[config.mk]
export PLATFORM = sky130hd
export DESIGN_NAME = msi_doorbell_agg
export DESIGN_NICKNAME = d
export VERILOG_FILES = /design/src/rtl/msi_agg_pkg.sv /design/src/rtl/msi_doorbell_decode.sv /design/src/rtl/msi_pending_bank.sv /design/src/rtl/msi_csr_regs.sv /design/src/rtl/msi_irq_merge.sv /design/src/rtl/msi_doorbell_agg.sv
export SDC_FILE = /design/constraint.sdc
export NUM_CORES = 1
export LEC_CHECK = 0
export ABC_AREA = 1
export BUFFER_PORTS_ARGS = -buffer_cell sky130_fd_sc_hd__buf_2
export CAP_MARGIN = 20
export CORE_MARGIN = 3
export CORE_UTILIZATION = 53
export DETAILED_ROUTE_END_ITERATION = 12
export PLACE_DENSITY = 0.87
export RECOVER_POWER = 100
export SLEW_MARGIN = 0
export SYNTH_ARGS = -nofsm -noshare
export SYNTH_HDL_FRONTEND = slang
export SYNTH_SLANG_ARGS = --single-unit
[constraint.sdc]
create_clock -name clk -period 1.2 [get_ports clk]
set_input_delay 0.24 -clock clk [delete_from_list [all_inputs] [get_ports clk]]
set_output_delay 0.24 -clock clk [all_outputs]
set_load 0.02 [all_outputs]
[src/rtl/msi_agg_pkg.sv]
// Package: shared sizes and the control-word selector for the MSI
// doorbell aggregator. Assumes a 32-bit word and at most 32 vectors.
package msi_agg_pkg;
    localparam int MAX_VEC = 32;
    localparam int WORD_W  = 32;
    localparam int IDX_W   = $clog2(MAX_VEC);
    localparam int VADDR_W = IDX_W + 2;
    localparam int CADDR_W = 4;

    // Control word selected by byte-address bits [3:2].
    typedef enum logic [1:0] {
        CSR_STATUS = 2'd0,
        CSR_ERROR  = 2'd1,
        CSR_MASK   = 2'd2,
        CSR_NONE   = 2'd3
    } csr_sel_e;
endpackage

[src/rtl/msi_doorbell_decode.sv]
// Doorbell decoder: turns the vector-port write and read strobes into
// one-hot set and clear vectors for the configured vectors, plus a
// one-hot error vector for writes beyond the configured count.
// Assumes byte addresses with the word index in bits [VADDR_W-1:2].
module msi_doorbell_decode
    import msi_agg_pkg::*;
#(
    parameter int NUM_VEC = 32
) (
    input  logic               wr_en,
    input  logic [VADDR_W-1:0] wr_addr,
    input  logic               rd_en,
    input  logic [VADDR_W-1:0] rd_addr,
    output logic [NUM_VEC-1:0] set_vec,
    output logic [NUM_VEC-1:0] clr_vec,
    output logic [MAX_VEC-1:0] oor_vec
);
    logic [IDX_W-1:0] wr_idx;
    logic [IDX_W-1:0] rd_idx;
    logic             unused_lsb;

    assign wr_idx     = wr_addr[VADDR_W-1:2];
    assign rd_idx     = rd_addr[VADDR_W-1:2];
    assign unused_lsb = ^{wr_addr[1:0], rd_addr[1:0]};

    // One set/clear decode per configured vector.
    for (genvar v = 0; v < NUM_VEC; v++) begin : g_vec
        assign set_vec[v] = wr_en && (wr_idx == IDX_W'(v));
        assign clr_vec[v] = rd_en && (rd_idx == IDX_W'(v));
    end

    // Error decode only exists for indices past the configured count.
    for (genvar e = 0; e < MAX_VEC; e++) begin : g_oor
        if (e >= NUM_VEC) begin : g_live
            assign oor_vec[e] = wr_en && (wr_idx == IDX_W'(e));
        end else begin : g_dead
            assign oor_vec[e] = 1'b0;
        end
    end
endmodule

[src/rtl/msi_pending_bank.sv]
// Pending bank: one flop per vector that is set by a doorbell write and
// cleared by a doorbell read; a set in the same cycle wins over the clear.
module msi_pending_bank #(
    parameter int NUM_VEC = 32
) (
    input  logic               clk,
    input  logic               rst_n,
    input  logic [NUM_VEC-1:0] set_vec,
    input  logic [NUM_VEC-1:0] clr_vec,
    output logic [NUM_VEC-1:0] pend_q
);
    for (genvar v = 0; v < NUM_VEC; v++) begin : g_bit
        // Latch or acknowledge vector v, set taking priority.
        always_ff @(posedge clk) begin
            if (!rst_n)          pend_q[v] <= 1'b0;
            else if (set_vec[v]) pend_q[v] <= 1'b1;
            else if (clr_vec[v]) pend_q[v] <= 1'b0;
        end
    end
endmodule

[src/rtl/msi_csr_regs.sv]
// Control words: enable mask, write-one-to-clear error word and the
// registered read multiplexer for pending, error and mask.
// Assumes a single-cycle write and a read answered on the next edge.
module msi_csr_regs
    import msi_agg_pkg::*;
#(
    parameter int NUM_VEC = 32
) (
    input  logic               clk,
    input  logic               rst_n,
    input  logic               wr_en,
    input  logic               rd_en,
    input  logic [CADDR_W-1:0] addr,
    input  logic [WORD_W-1:0]  wdata,
    input  logic [NUM_VEC-1:0] pend,
    input  logic [MAX_VEC-1:0] err_set,
    output logic [NUM_VEC-1:0] mask_q,
    output logic [MAX_VEC-1:0] err_q,
    output logic [WORD_W-1:0]  rdata
);
    csr_sel_e           sel;
    logic [MAX_VEC-1:0] err_clr;
    logic               unused_bits;

    assign sel         = csr_sel_e'(addr[3:2]);
    assign err_clr     = (wr_en && sel == CSR_ERROR) ? wdata[MAX_VEC-1:0] : '0;
    assign unused_bits = ^{addr[1:0], wdata};

    // Enable mask: only configured vectors have storage.
    always_ff @(posedge clk) begin
        if (!rst_n)                       mask_q <= '0;
        else if (wr_en && sel == CSR_MASK) mask_q <= wdata[NUM_VEC-1:0];
    end

    // Error word: new captures win over a clear of the same bit.
    always_ff @(posedge clk) begin
        if (!rst_n) err_q <= '0;
        else        err_q <= (err_q & ~err_clr) | err_set;
    end

    // Registered read data, zero when no read is requested.
    always_ff @(posedge clk) begin
        if (!rst_n) begin
            rdata <= '0;
        end else if (rd_en) begin
            case (sel)
                CSR_STATUS: rdata <= WORD_W'(pend);
                CSR_ERROR:  rdata <= WORD_W'(err_q);
                CSR_MASK:   rdata <= WORD_W'(mask_q);
                default:    rdata <= '0;
            endcase
        end else begin
            rdata <= '0;
        end
    end
endmodule

[src/rtl/msi_irq_merge.sv]
// Interrupt merge: registered OR of all pending-and-enabled vectors.
module msi_irq_merge #(
    parameter int NUM_VEC = 32
) (
    input  logic               clk,
    input  logic               rst_n,
    input  logic [NUM_VEC-1:0] pend,
    input  logic [NUM_VEC-1:0] mask,
    output logic               irq_q
);
    // Level output, one edge behind the pending and mask state.
    always_ff @(posedge clk) begin
        if (!rst_n) irq_q <= 1'b0;
        else        irq_q <= |(pend & mask);
    end
endmodule

[src/rtl/msi_doorbell_agg.sv]
// Top: MSI doorbell aggregator. Wires the decoder, pending bank, control
// words and interrupt merge, and registers the doorbell read data.
// Assumes NUM_VEC between 1 and MAX_VEC and synchronous active-low reset.
module msi_doorbell_agg
    import msi_agg_pkg::*;
#(
    parameter int NUM_VEC = 32
) (
    input  logic               clk,
    input  logic               rst_n,
    input  logic               vec_wr_en,
    input  logic [VADDR_W-1:0] vec_wr_addr,
    input  logic [WORD_W-1:0]  vec_wr_data,
    input  logic               vec_rd_en,
    input  logic [VADDR_W-1:0] vec_rd_addr,
    output logic [WORD_W-1:0]  vec_rd_data,
    input  logic               csr_wr_en,
    input  logic               csr_rd_en,
    input  logic [CADDR_W-1:0] csr_addr,
    input  logic [WORD_W-1:0]  csr_wr_data,
    output logic [WORD_W-1:0]  csr_rd_data,
    output logic               irq_o
);
    logic [NUM_VEC-1:0] set_w;
    logic [NUM_VEC-1:0] clr_w;
    logic [MAX_VEC-1:0] oor_w;
    logic [NUM_VEC-1:0] pend_w;
    logic [NUM_VEC-1:0] mask_w;
    logic [MAX_VEC-1:0] err_w;
    logic               unused_msg;

    assign unused_msg = ^vec_wr_data;

    msi_doorbell_decode #(.NUM_VEC(NUM_VEC)) u_decode (
        .wr_en   (vec_wr_en),
        .wr_addr (vec_wr_addr),
        .rd_en   (vec_rd_en),
        .rd_addr (vec_rd_addr),
        .set_vec (set_w),
        .clr_vec (clr_w),
        .oor_vec (oor_w)
    );

    msi_pending_bank #(.NUM_VEC(NUM_VEC)) u_pend (
        .clk     (clk),
        .rst_n   (rst_n),
        .set_vec (set_w),
        .clr_vec (clr_w),
        .pend_q  (pend_w)
    );

    msi_csr_regs #(.NUM_VEC(NUM_VEC)) u_csr (
        .clk     (clk),
        .rst_n   (rst_n),
        .wr_en   (csr_wr_en),
        .rd_en   (csr_rd_en),
        .addr    (csr_addr),
        .wdata   (csr_wr_data),
        .pend    (pend_w),
        .err_set (oor_w),
        .mask_q  (mask_w),
        .err_q   (err_w),
        .rdata   (csr_rd_data)
    );

    msi_irq_merge #(.NUM_VEC(NUM_VEC)) u_irq (
        .clk   (clk),
        .rst_n (rst_n),
        .pend  (pend_w),
        .mask  (mask_w),
        .irq_q (irq_o)
    );

    // Doorbell read data: prior pending state of the addressed vector.
    always_ff @(posedge clk) begin
        if (!rst_n)         vec_rd_data <= '0;
        else if (vec_rd_en) vec_rd_data <= WORD_W'(|(pend_w & clr_w));
        else                vec_rd_data <= '0;
    end
endmodule

==> results.toml <==
[yosys]
post_synth.cell_area_avg_sq_um = 6.82
syn_inst_count = 864
yosys_register_bits = 130
synth.top_cells.by_area = "sky130_fd_sc_hd__dfxtp_1, sky130_fd_sc_hd__nand2_1, sky130_fd_sc_hd__inv_1"
synthMostInstantiatedCell = "sky130_fd_sc_hd__nand2_1"
synth_top_flop_cell = "sky130_fd_sc_hd__dfxtp_1"
synth.cell_area_sq_um = 5890
netlist_top_cells_count = "sky130_fd_sc_hd__nand2_1, sky130_fd_sc_hd__dfxtp_1, sky130_fd_sc_hd__inv_1"
post_synthesis_cell_type_count = 20
synth_seq_area_share_pct = 44.2
ys_async_sr_fraction_pct = 0
yosys.area.top_type = "sky130_fd_sc_hd__dfxtp_1"
synth.yosys.warnings = 0
synth_edf_count = 0
post-synth-top-area-fraction_pct = 44.2

[route]
drt_iter0_markers = 625
drt_first_pass_iters = 5
drtAntennaViolNets = 0
vias = 6232
aggregate_routed_wire_length_mm = 18.1
route.detailed.wl_per_inst_um = 16.0
detail_route.drc_violations = 0
vias_per_cell = 5.51

[timing]
timing.final.max_slew_violations = 0
transition_time_of_the_tightest_slew_check_pin_ns = 0.721
max_freq_ghz = 0.823
worst_clock_skew_ns = 0.00635
final.setup.worst_slack_ns = -0.0144
relSlewSlack_pct = 51.9
grt_setup_unrepaired = "true"
post-route-min-period_ns = 1.21
hold_viol_final = 0
min_period_over_period_pct = 101
setup_violating_endpoint_count_in_the_final_report = 10

[floorplan]
core_region_area_sq_um = 10600
num_rows = 37
die_width_um = 111
design.portCount = 153
initial_utilization_pct = 55.8
dieHeight_um = 111
die-area_sq_um = 12400

[place]
placed_cell_area_sq_um = 6600
gpl.final_weighted_congestion = 0.942
place_hpwl_mm = 11.3
numPortBuffers = 83

[worst_setup_path]
worst_path_dominant_cell_family = "flip-flops"
crit_fanout = 1
timing.critical_path.required_ns = 0.96
worst-endpoint-arrival_ns = 0.97
worstSetupEndpointType = "primary output"
critPathBufInv = 1
critPathMaxStageDelay_ns = 0.34
setup.worst_path.start_class = "register"
timing.reg2reg.worst_path_depth = 4
cells_along_the_critical_path = "buf_6"
critPathSlowestCell = "sky130_fd_sc_hd__dfxtp_2"
critPathKind = "reg -> out"
crit_cells = 1

[finish]
fillCellCount = 729
multiInputGateArea_sq_um = 2570
num_antenna_cells = 0
area_delta_synth_final_pct = 29.6
area_of_all_placed_cells_without_fillers_sq_um = 7640
final-seq-area_sq_um = 2650
drive_gt1_share_pct = 19.0
nets = 1071

[power_and_ir_drop]
irDropWorstVdd_mv = 0.899
static-leakage-power_nw = 3.58
power-per-cell-area_nw_per_um2 = 1370
report.power.total_mw = 10.5

[clocking]
cts_tree = "done"
tritoncts.num_buffers = 17
clock_sink_count = 130
clock_path_buffers = 2
h-tree-depth = 4
clock_latency_late_sink_ns = 0.52
cts_root_buf = "sky130_fd_sc_hd__clkbuf_8"
clk_pin_slew_ns = 0.06

[flow_run]
max-cap-violations = 0

[grt]
global_route_wire_length_before_repair_mm = 29.4
grt_remaining_overflow = 0
via_count_of_the_first_global_routing_pass = 5999
antenna_found_initial = 0
grt_max_degree = 65
groute.usage.overall_pct = 29.2

[run_status]
violations = "negative setup slack"
run_status = "finished, violations left"

[min_path]
hold_depth = 4
hold_class = "in -> reg"
layout make-up:
type,instances,share of cell area (%)
flip-flops and latches,130,34.6
multi-input cells,577,33.6
repair buffers,140,16.0
clock buffers,19,5.78
well taps,136,2.23
inverters,117,5.75
clock inverters,13,1.97
routing by layer:
layer | GRT usage [%] | part of all wire (%) | up-vias
met4 | 13.8 | 4.1 | 0
met5 | 0 | 0 | -
met1 | 36.8 | 37 | 2855
li1 | - | - | 2912
met3 | 6.74 | 11 | 75
met2 | 47.6 | 47 | 390
through the flow:
| step | worst slack (ns) | std cells | TNS (ns) | hold slack, ns | utilization, % |
|---|---|---|---|---|---|
| after detailed placement | -0.115 | 1077 | -0.145 | 0.446 | 62.5 |
| final | -0.0144 | 1132 | -0.0509 | 0.0229 | 72.4 |
| after floorplan | 0.123 | 894 | 0 | 0.370 | - |
| after global routing | -0.0456 | 1132 | -0.838 | 0.0159 | 72.4 |
| after global placement | -0.118 | 1077 | -0.118 | 0.439 | 62.5 |
| after CTS | -0.0223 | 1132 | -0.385 | 0.000809 | 72.7 |
cell families after synthesis:
group	after synthesis	share of synthesized area (%)
compound gates	137	13.2
buf+inv	187	14.3
flops	130	44.2
other cells	1	0.0636
simple gates	409	28.3
timing repair:
action                                 CTS  global route
setup buffers                            0             0
gates resized for setup                102             1
endpoints found under the hold margin   25             0
hold buffers                            23             0
setup endpoints to repair               34            35
final timing paths:
| kind | slack [ns] | end | startpoint |
|---|---|---|---|
| max | -0.01 | csr_rd_data[1] | u_csr.rdata[1] |
| min | 0.02 | u_csr.err_q[24] | csr_wr_data[24] |
| max reg2reg | 0.05 | u_irq.irq_q | u_pend.pend_q[18] |
| min reg2reg | 0.45 | u_csr.err_q[19] | u_csr.err_q[19] |
state kept, by name, indices dropped and copies added, names as in the netlist:
register / flops
u_csr.err_q: 32
u_csr.mask_q: 32
u_csr.rdata: 32
u_pend.pend_q: 32
u_irq.irq_q: 1
vec_rd_data: 1
placed cells by master (no fill, tap or decap):
cell and count:
sky130_fd_sc_hd__clkbuf_16 16, sky130_fd_sc_hd__a21oi_2 1, sky130_fd_sc_hd__a41oi_1 1, sky130_fd_sc_hd__buf_12 11
sky130_fd_sc_hd__a22o_1 1, sky130_fd_sc_hd__inv_8 1, sky130_fd_sc_hd__clkbuf_4 2, sky130_fd_sc_hd__clkbuf_1 8
sky130_fd_sc_hd__nand2_2 5, sky130_fd_sc_hd__o211ai_1 32, sky130_fd_sc_hd__nand4_1 13, sky130_fd_sc_hd__clkbuf_8 3
sky130_fd_sc_hd__nand2_1 283, sky130_fd_sc_hd__clkinv_4 4, sky130_fd_sc_hd__clkbuf_2 1, sky130_fd_sc_hd__clkinv_2 2
sky130_fd_sc_hd__nand3_1 58, sky130_fd_sc_hd__dfxtp_2 34, sky130_fd_sc_hd__nor3_2 1, sky130_fd_sc_hd__conb_1 31
sky130_fd_sc_hd__inv_1 117, sky130_fd_sc_hd__inv_6 3, sky130_fd_sc_hd__nor2_2 7, sky130_fd_sc_hd__nor2_1 42
sky130_fd_sc_hd__dfxtp_1 96, sky130_fd_sc_hd__a21oi_1 64, sky130_fd_sc_hd__dlygate4sd3_1 23, sky130_fd_sc_hd__buf_2 47
sky130_fd_sc_hd__buf_4 14, sky130_fd_sc_hd__o21ai_0 38, sky130_fd_sc_hd__clkinvlp_4 1, sky130_fd_sc_hd__bufinv_16 2
sky130_fd_sc_hd__buf_6 34
power by group:
| group | leakage (nW) | switching, mW | internal, mW | total, mW |
|---|---|---|---|---|
| combinational | 2.22 | 0.593 | 0.318 | 0.910 |
| clock | 0.291 | 2.03 | 3.10 | 5.14 |
| sequential | 1.07 | 0.0551 | 4.40 | 4.45 |
| total | 3.58 | 2.68 | 7.82 | 10.5 |
Power figures use the tool's default switching activity.
